==> src/rtl/psr_pkg.sv <==
package psr_pkg;
  localparam int unsigned PSR_W = 32;
  localparam int unsigned LANE_W = 8;
  localparam int unsigned LANES = PSR_W / LANE_W;

  // Execution-state bits: IT[1:0]=26:25, J=24, IT[7:2]=15:10, E=9, T=5
  localparam logic [PSR_W-1:0] EXEC_ALL  = 32'h0700_FE20;
  localparam logic [PSR_W-1:0] ENDIAN_B  = 32'h0000_0200;
  localparam logic [PSR_W-1:0] EXEC_NO_E = EXEC_ALL & ~ENDIAN_B;
  localparam logic [PSR_W-1:0] FLAG_BITS = 32'hF80F_0000;

  function automatic logic [PSR_W-1:0] merge_bits(input logic [PSR_W-1:0] old_v,
                                                  input logic [PSR_W-1:0] new_v,
                                                  input logic [PSR_W-1:0] en_v);
    return (old_v & ~en_v) | (new_v & en_v);
  endfunction

  function automatic logic [PSR_W-1:0] cur_view(input logic [PSR_W-1:0] v, input logic dbg);
    return dbg ? v : (v & ~EXEC_NO_E);
  endfunction
endpackage

==> src/rtl/psr_write_path.sv <==
module psr_write_path
  import psr_pkg::*;
#(
  parameter bit PROTECT = 1'b1
) (
  input  logic [PSR_W-1:0] old_i,
  input  logic [PSR_W-1:0] data_i,
  input  logic [LANES-1:0] lanes_i,
  input  logic             en_i,
  input  logic             dbg_i,
  output logic [PSR_W-1:0] next_o,
  output logic             exec_chg_o
);
  logic             guard;
  logic [PSR_W-1:0] keep_mask;
  logic [PSR_W-1:0] lane_bits;
  logic [PSR_W-1:0] wr_bits;

  assign guard     = PROTECT && !dbg_i;
  assign keep_mask = guard ? EXEC_NO_E : '0;

  generate
    for (genvar g = 0; g < LANES; g++) begin : g_lane
      assign lane_bits[g*LANE_W +: LANE_W] = {LANE_W{lanes_i[g] & en_i}};
    end
  endgenerate

  assign wr_bits    = lane_bits & ~keep_mask;
  assign next_o     = merge_bits(old_i, data_i, wr_bits);
  assign exec_chg_o = |((next_o ^ old_i) & EXEC_ALL);
endmodule

==> src/rtl/psr_sync_tracker.sv <==
module psr_sync_tracker (
  input  logic clk,
  input  logic rst_n,
  input  logic dbg_i,
  input  logic set_i,
  input  logic barrier_i,
  input  logic partial_i,
  input  logic rd_cur_i,
  output logic pend_o,
  output logic unknown_o,
  output logic unpred_o
);
  logic dbg_q;
  logic pend_q;
  logic exit_ev;

  always_ff @(posedge clk) begin
    if (!rst_n) begin
      dbg_q  <= 1'b0;
      pend_q <= 1'b0;
    end else begin
      dbg_q <= dbg_i;
      if (set_i)          pend_q <= 1'b1;
      else if (barrier_i) pend_q <= 1'b0;
    end
  end

  assign exit_ev   = dbg_q & ~dbg_i;
  assign pend_o    = pend_q;
  assign unknown_o = rd_cur_i & pend_q;
  assign unpred_o  = partial_i | (exit_ev & pend_q);

  AST_PEND_SET: assert property (@(posedge clk) disable iff (!rst_n)
    set_i |=> pend_o);
  AST_PEND_CLEAR: assert property (@(posedge clk) disable iff (!rst_n)
    (barrier_i && !set_i) |=> !pend_o);
  AST_PEND_HOLD: assert property (@(posedge clk) disable iff (!rst_n)
    (!barrier_i && !set_i) |=> (pend_o == $past(pend_o)));
  AST_EXIT_FLAG: assert property (@(posedge clk) disable iff (!rst_n)
    ($past(dbg_i) && !dbg_i && pend_o) |-> unpred_o);
endmodule

==> src/rtl/psr_access_unit.sv <==
module psr_access_unit
  import psr_pkg::*;
#(
  parameter logic [31:0] RESET_CUR = 32'h0000_01D3
) (
  input  logic        clk,
  input  logic        rst_n,
  input  logic        dbg_i,
  input  logic        wr_en_i,
  input  logic        wr_saved_i,
  input  logic [3:0]  field_mask_i,
  input  logic [31:0] wr_data_i,
  input  logic        rd_en_i,
  input  logic        rd_saved_i,
  input  logic        barrier_i,
  output logic [31:0] rd_data_o,
  output logic        sync_pend_o,
  output logic        unknown_o,
  output logic        unpred_o
);
  logic [PSR_W-1:0] cur_q, sav_q;
  logic [PSR_W-1:0] cur_next, sav_next;
  logic             cur_wr, sav_wr;
  logic             cur_exec_chg, sav_exec_chg;
  logic             set_ev, partial_ev, rd_cur_ev;

  assign cur_wr = wr_en_i & ~wr_saved_i;
  assign sav_wr = wr_en_i &  wr_saved_i;

  psr_write_path #(.PROTECT(1'b1)) u_cur_wp (
    .old_i(cur_q), .data_i(wr_data_i), .lanes_i(field_mask_i), .en_i(cur_wr),
    .dbg_i(dbg_i), .next_o(cur_next), .exec_chg_o(cur_exec_chg));

  psr_write_path #(.PROTECT(1'b0)) u_sav_wp (
    .old_i(sav_q), .data_i(wr_data_i), .lanes_i(field_mask_i), .en_i(sav_wr),
    .dbg_i(dbg_i), .next_o(sav_next), .exec_chg_o(sav_exec_chg));

  always_ff @(posedge clk) begin
    if (!rst_n) begin
      cur_q <= RESET_CUR;
      sav_q <= '0;
    end else begin
      cur_q <= cur_next;
      sav_q <= sav_next;
    end
  end

  // Named events brought out for the tracker and the assertions
  assign set_ev     = dbg_i & cur_exec_chg;
  assign partial_ev = dbg_i & cur_wr & (field_mask_i != {LANES{1'b1}});
  assign rd_cur_ev  = rd_en_i & ~rd_saved_i;

  psr_sync_tracker u_sync (
    .clk(clk), .rst_n(rst_n), .dbg_i(dbg_i), .set_i(set_ev), .barrier_i(barrier_i),
    .partial_i(partial_ev), .rd_cur_i(rd_cur_ev), .pend_o(sync_pend_o),
    .unknown_o(unknown_o), .unpred_o(unpred_o));

  assign rd_data_o = rd_saved_i ? sav_q : cur_view(cur_q, dbg_i);

  AST_RAZ_VIEW: assert property (@(posedge clk) disable iff (!rst_n)
    (!dbg_i && !rd_saved_i) |-> ((rd_data_o & EXEC_NO_E) == '0));
  AST_EXEC_HOLD: assert property (@(posedge clk) disable iff (!rst_n)
    (!dbg_i && cur_wr) |=> ((cur_q & EXEC_NO_E) == $past(cur_q & EXEC_NO_E)));
  AST_DBG_VIEW: assert property (@(posedge clk) disable iff (!rst_n)
    (dbg_i && !rd_saved_i) |-> (rd_data_o == cur_q));
  AST_DBG_FULL_WR: assert property (@(posedge clk) disable iff (!rst_n)
    (dbg_i && cur_wr && field_mask_i == 4'hF) |=> (cur_q == $past(wr_data_i)));
  AST_SAVED_WR: assert property (@(posedge clk) disable iff (!rst_n)
    (sav_wr && field_mask_i == 4'hF) |=> (sav_q == $past(wr_data_i)));
  AST_NO_LANE: assert property (@(posedge clk) disable iff (!rst_n)
    (field_mask_i == 4'h0) |=> $stable(cur_q));
  AST_PARTIAL_DBG: assert property (@(posedge clk) disable iff (!rst_n)
    (dbg_i && cur_wr && field_mask_i != 4'hF) |-> unpred_o);
  AST_UNKNOWN_RD: assert property (@(posedge clk) disable iff (!rst_n)
    (rd_en_i && !rd_saved_i && sync_pend_o) |-> unknown_o);
endmodule

==> config.mk <==
export PLATFORM = sky130hd
export DESIGN_NAME = psr_access_unit
export DESIGN_NICKNAME = d
export VERILOG_FILES = /design/src/rtl/psr_pkg.sv /design/src/rtl/psr_write_path.sv /design/src/rtl/psr_sync_tracker.sv /design/src/rtl/psr_access_unit.sv
export SDC_FILE = /design/constraint.sdc
export NUM_CORES = 1
export LEC_CHECK = 0
export BUFFER_PORTS_ARGS = -buffer_cell sky130_fd_sc_hd__buf_2
export CAP_MARGIN = 20
export CORE_MARGIN = 4
export CORE_UTILIZATION = 40
export DETAILED_ROUTE_END_ITERATION = 7
export GPL_ROUTABILITY_DRIVEN = 0
export GPL_TIMING_DRIVEN = 0
export REMOVE_ABC_BUFFERS = 1
export SYNTH_ARGS = -nofsm -noshare
export SYNTH_HDL_FRONTEND = slang
export SYNTH_SLANG_ARGS = --single-unit
==> constraint.sdc <==
create_clock -name clk -period 3.4 [get_ports clk]
set_clock_uncertainty 0.15 [all_clocks]
set_input_delay 0.34 -clock clk [delete_from_list [all_inputs] [get_ports clk]]
set_output_delay 0.34 -clock clk [all_outputs]
set_load 0.02 [all_outputs]
# --- Yosys cells after proc, flatten, opt, wreduce, memory -nomap -nowiden ---
# Cells that the tools add are included.
totals:
  word_cells: 44
  out_inout_bits: 35
  input_bits: 44
  reg_bits: 66
classes:
  reduce_logical: 2
  n_bitwise: 32
  eq_ne: 1
  muxes: 5
ops:
  columns: ["op", "n"]
  rows:
  - ["bitwise AND 32 bit", 5]
  - ["NOT 32 bit", 3]
  - ["OR 32 bit", 2]
  - ["two-way mux 27 bit", 2]
  - ["two-way mux 32 bit", 1]
  - ["bitwise XOR 27 bit", 1]
  - ["bitwise AND 1 bit", 17]
  - ["OR reduction 11 bit", 1]
  - ["inequality test 4 bit (second input constant)", 1]
  - ["NOT 1 bit", 3]
  - ["two-way mux 1 bit", 2]
  - ["nonzero test 2 bit", 1]
  - ["OR 1 bit", 1]

# --- Longest topological paths before layout ---
depth:
  word_depth: 11
  depth_mapped: 8
  depth_no_buf: 5

# --- Modules after synthesis ---
# From an unflattened synthesis, not the netlist that was laid out.
hier_totals:
  hier_cells: 308
  hier_area_um2: 3389.5
modules_own_cells:
  columns: ["mod", "cells_each", "area_per_inst_um2", "seq_area_each_um2", "instances"]
  rows:
  - ["psr_access_unit", 181, 2204.6, 1281.2, 1]
  - ["psr_write_path (u_cur_wp)", 62, 588.1, 0.0, 1]
  - ["psr_write_path (u_sav_wp)", 57, 516.7, 0.0, 1]
  - ["psr_sync_tracker", 8, 80.1, 40.0, 1]

# --- Least setup slack after synthesis ---
# No wires, ideal clock.
synth_path:
  kind: "input to output"
  startpoint: "input rd_saved_i"
  endpoint: "output rd_data_o[19]"
  required_time_ns: 2.910
  n_path_buf: 2
  arrival_time_ns: 1.317
  cell_stages: 3
  path_slack_ns: 1.593
  cell_sequence: "clkbuf_1 clkbuf_1 mux2_2"
synth_via:
  elab_chain_len: 1
synth_rtl:
  columns: ["item", "line_no", "text"]
  rows:
  - ["start, declared", "psr_access_unit.sv:14", "input logic rd_saved_i,"]
  - ["two-way mux 32 bit", "psr_access_unit.sv:58", "assign rd_data_o = rd_saved_i ? sav_q : cur_view(cur_q, dbg_i);"]
  - ["end, declared", "psr_access_unit.sv:16", "output logic [31:0] rd_data_o,"]
# Every way passes these cells.

# --- Worst setup path in the final report ---
layout_path:
  startpoint: "input rd_saved_i"
  endpoint: "output rd_data_o[8]"
# The elaborated chain is that of the path after synthesis.

==> flow_summary.html <==
<table>
<tr><th>Metric</th><th>Value</th></tr>
<tr><th colspan="2">Status</th></tr>
<tr><td>Status</td><td>completed</td></tr>
<tr><th colspan="2">Drt</th></tr>
<tr><td>Remaining number of nets flagged by the antenna check after routing</td><td>0</td></tr>
<tr><td>Wire length per cell</td><td>13.5 um</td></tr>
<tr><td>Amount of wire on met3 after detailed routing</td><td>roughly 440 um</td></tr>
<tr><td>Total wire length</td><td>6.95 mm</td></tr>
<tr><td>DRC violation count after routing</td><td>0</td></tr>
<tr><td>1st-iter DRT viols</td><td>58</td></tr>
<tr><td>Amount of wire on met2 after detailed routing</td><td>3.09 mm</td></tr>
<tr><td>DR pass1 iterations</td><td>4</td></tr>
<tr><td>Max Used Layer</td><td>met4</td></tr>
<tr><td>Wl on met1</td><td>around 3.4 mm</td></tr>
<tr><td>Avg Vias per Cell</td><td>4.80</td></tr>
<tr><td>Total vias in the final route</td><td>2465</td></tr>
<tr><th colspan="2">Logic synthesis</th></tr>
<tr><td>Sequential area share after synthesis</td><td>42.1%</td></tr>
<tr><td>Most instantiated cells after synthesis</td><td>67 x nand2_1, 66 x dfxtp_1, 38 x nor2b_1, 35 x mux2i_1, 28 x nand3_1</td></tr>
<tr><td>Mux cell area share after synthesis</td><td>19.1%</td></tr>
<tr><td>Count of state elements after synthesis</td><td>66</td></tr>
<tr><td>Post-synth ARST share</td><td>0%</td></tr>
<tr><td>Largest cells by area after synthesis</td><td>dfxtp_1 42%, mux2i_1 11%, nand2_1 8.0%</td></tr>
<tr><td>Average footprint of a synthesized cell</td><td>9.17 um^2</td></tr>
<tr><td>Area fraction in compound gates after synthesis</td><td>9.38%</td></tr>
<tr><td>Library cells used by synthesis</td><td>31</td></tr>
<tr><td>Fraction of post-synthesis cell area in the top cell type by area</td><td>42.1%</td></tr>
<tr><td>Syn Inst Count</td><td>342</td></tr>
<tr><td>Largest area contributor in the synthesized netlist</td><td>dfxtp_1</td></tr>
<tr><td>Parity-gate share of the synthesized area counting xor and xnor cells</td><td>2.19%</td></tr>
<tr><td>Adder-cell share of the synthesized area</td><td>0%</td></tr>
<tr><td>Cell area after synthesis</td><td>approximately 3100 um^2</td></tr>
<tr><td>Synthesized-area fraction occupied by and/or/nand/nor cells</td><td>approximately 23%</td></tr>
<tr><td>Most used flip-flop cell after synthesis</td><td>dfxtp_1</td></tr>
<tr><td>Most repeated cell in the gate-level netlist after synthesis</td><td>nand2_1</td></tr>
<tr><td>Number of flops mapped to enable cells by yosys</td><td>0</td></tr>
<tr><td>Ys Warns</td><td>0</td></tr>
<tr><td>Dominant combinational cell family by area after synthesis</td><td>simple AND/OR/NAND/NOR gates</td></tr>
<tr><th colspan="2">STA</th></tr>
<tr><td>Slew at the pin closest to its max-slew limit</td><td>slightly below 1 ns</td></tr>
<tr><td>Final Max Slew Viols</td><td>0</td></tr>
<tr><td>Count of endpoints failing setup in the final report</td><td>0</td></tr>
<tr><td>Accumulated negative setup slack</td><td>0 ns</td></tr>
<tr><td>Post-route minimum period</td><td>2.07 ns</td></tr>
<tr><td>Unrepaired setup endpoints after global routing</td><td>false</td></tr>
<tr><td>Final Hold Vio Count</td><td>0</td></tr>
<tr><td>Fin crit share</td><td>60.9%</td></tr>
<tr><td>Worst rel slew slack</td><td>35.7%</td></tr>
<tr><td>Peak clock frequency supported by timing</td><td>483 MHz</td></tr>
<tr><th colspan="2">Power and ir drop</th></tr>
<tr><td>Proportion of power drawn by the clock network</td><td>39.5%</td></tr>
<tr><td>Logic gate share of total power</td><td>around an eighth</td></tr>
<tr><td>Switching part of the total power</td><td>25.9%</td></tr>
<tr><td>Total internal power</td><td>1.25 mW</td></tr>
<tr><td>Power after layout</td><td>1.68 mW</td></tr>
<tr><td>Power spent charging and discharging nets</td><td>about 440 uW</td></tr>
<tr><td>Part of the power in registers</td><td>48.2%</td></tr>
<tr><td>Leak Pwr</td><td>1.73 nW</td></tr>
<tr><td>Largest voltage drop on the vdd net</td><td>0.222 mV</td></tr>
<tr><td>Total power density per cell area</td><td>452 nW/um^2</td></tr>
<tr><th colspan="2">Floorplan</th></tr>
<tr><td>Overall die width</td><td>96.5 um</td></tr>
<tr><td>Core area</td><td>just under 8000 um^2</td></tr>
<tr><td>Die boundary height</td><td>96.5 um</td></tr>
<tr><td>Initial core utilization</td><td>about two fifths</td></tr>
<tr><td>Die area</td><td>9320 um^2</td></tr>
<tr><td>Top Ports</td><td>79</td></tr>
<tr><td>Core Rows</td><td>32</td></tr>
<tr><th colspan="2">Layout</th></tr>
<tr><td>Final net count</td><td>451</td></tr>
<tr><td>Share of post-route cells with drive strength above 1</td><td>between 20 and 30%</td></tr>
<tr><td>Fill cell total of the finished layout</td><td>roughly 800</td></tr>
<tr><td>ANT cells</td><td>0</td></tr>
<tr><td>Filler-free cell count of the finished design</td><td>a little over 500</td></tr>
<tr><td>Area growth, synth to finish</td><td>18.8%</td></tr>
<tr><th colspan="2">Clock network</th></tr>
<tr><td>Setup bufs post-CTS</td><td>0</td></tr>
<tr><td>Number of cells upsized or downsized after cts</td><td>0</td></tr>
<tr><td>CTS Buf Count</td><td>9</td></tr>
<tr><td>Clk sink count</td><td>66</td></tr>
<tr><td>CTS tree</td><td>yes</td></tr>
<tr><td>Clock Path Buffers</td><td>2</td></tr>
<tr><td>Clk slew on worst S/H paths</td><td>0.08 ns</td></tr>
<tr><td>Root buf cell</td><td>clkbuf_8</td></tr>
<tr><td>Hold-fix buffers at CTS</td><td>0</td></tr>
<tr><td>Maximum level of the CTS H-tree</td><td>3</td></tr>
<tr><td>Clock insertion delay at the later pin of the skew report</td><td>between 0.3 and 0.4 ns</td></tr>
<tr><th colspan="2">GRT</th></tr>
<tr><td>Number of global-route vias before repair</td><td>2412</td></tr>
<tr><td>Wire length of the first global-routing pass</td><td>11.4 mm</td></tr>
<tr><td>Largest net degree at the start of global routing</td><td>67</td></tr>
<tr><td>Sum of overflow across all layers after global routing</td><td>0</td></tr>
<tr><td>Number of antenna violations at the first check in global routing</td><td>0</td></tr>
<tr><td>Overall routing resource usage</td><td>15.6%</td></tr>
<tr><th colspan="2">Critical path</th></tr>
<tr><td>Type of element capturing the critical path</td><td>output port</td></tr>
<tr><td>Kind of critical path</td><td>in -&gt; out</td></tr>
<tr><td>Worst EP required</td><td>2.91 ns</td></tr>
<tr><td>Worst R2R Setup Slack</td><td>1.73 ns</td></tr>
<tr><td>Data arrival time of the worst path</td><td>1.58 ns</td></tr>
<tr><td>Number of cells on the worst reg-to-reg path</td><td>5</td></tr>
<tr><td>Critical Path Source Type</td><td>input pin</td></tr>
<tr><td>Worst-path maximum fanout</td><td>43</td></tr>
<tr><th colspan="2">Place</th></tr>
<tr><td>Placed Cells incl. Taps</td><td>498</td></tr>
<tr><td>HPWL after detailed placement</td><td>~4.7 mm</td></tr>
<tr><td># port buffers</td><td>78</td></tr>
<tr><th colspan="2">Hold path</th></tr>
<tr><td>Hold path depth</td><td>3</td></tr>
<tr><td>Path class of the lowest-slack min-delay path</td><td>in -&gt; reg</td></tr>
<tr><th colspan="2">Flow run</th></tr>
<tr><td>Max-cap viol count</td><td>0</td></tr>
</table>
[kinds of logic after synthesis]
| family | count (synthesis) |
|---|---|
| and+or+nand+nor | 144 |
| DFF | 66 |
| muxes | 57 |
| AOI/OAI and AO/OA | 42 |
| buffers and inverters | 26 |
| xor gates and xnor gates | 7 |
[through the flow]
step | area (um^2) | util [%] | setup slack [ns] | hold slack, ns
2_1_floorplan | 3000 | - | 1.83 | 0.262
3_5_place_dp | 3520 | 45.8 | 1.28 | 0.296
4_1_cts | 3730 | 48.5 | 1.28 | 0.0630
5_1_grt | 3730 | 48.5 | 1.24 | 0.0654
6_report | 3730 | 48.5 | 1.33 | 0.0796
3_3_place_gp | 3520 | 45.8 | 1.29 | 0.289
[metal layers]
metal  vias up  GRT usage (%)
met4         0           4.56
li1       1285              -
met2        51           24.0
met5         -              0
met3         5           5.89
met1      1124           20.5
[cells in the final DEF, fill, tap and decap left out, types with 2 or more instances in the layout]
cell type and n:
buf_2 78, nand2_1 67, dfxtp_1 66, nor2b_1 38, mux2i_1 35, nand3_1 28, mux2_2 22, a21boi_0 14
o21ai_0 12, clkbuf_8 10, a21boi_1 8, xor2_1 6, clkinvlp_4 3, nand4_1 2, and3b_1 2, inv_1 2
and2_1 2, a22o_1 2
[final timing paths]
check | from | endpoint
max | rd_saved_i | rd_data_o[8]
min reg2reg | flop | flop
min | wr_data_i[6] | flop
max reg2reg | cur_q[12]$_SDFF_PN0_ | u_sync.pend_o$_SDFFE_PN0P_
[power groups by stage]
stage               clock network [mW]  registers [mW]  logic (mW)
floorplan                            0           0.827       0.116
global placement                     0           0.829       0.208
detailed placement                   0           0.830       0.211
CTS                              0.691           0.812       0.211
global route                     0.728           0.816       0.229
finish                           0.665           0.812       0.207
[critical path, cell delays in order]
cell and delay (ns):
buf_2 0.65, mux2_2 0.42, buf_2 0.16
[final cells by class]
type | instances | area, um^2 | share of cell area (%)
well taps | 102 | 128 | 3.43
flip-flops and latches | 66 | 1320 | 35.5
clock buffers | 10 | 138 | 3.69
clock inverters | 6 | 66.3 | 1.78
multi-input cells | 250 | 1680 | 45.0
repair buffers | 78 | 390 | 10.5
inverters | 2 | 7.51 | 0.201
Note: power is estimated with default switching activity, not from simulation.
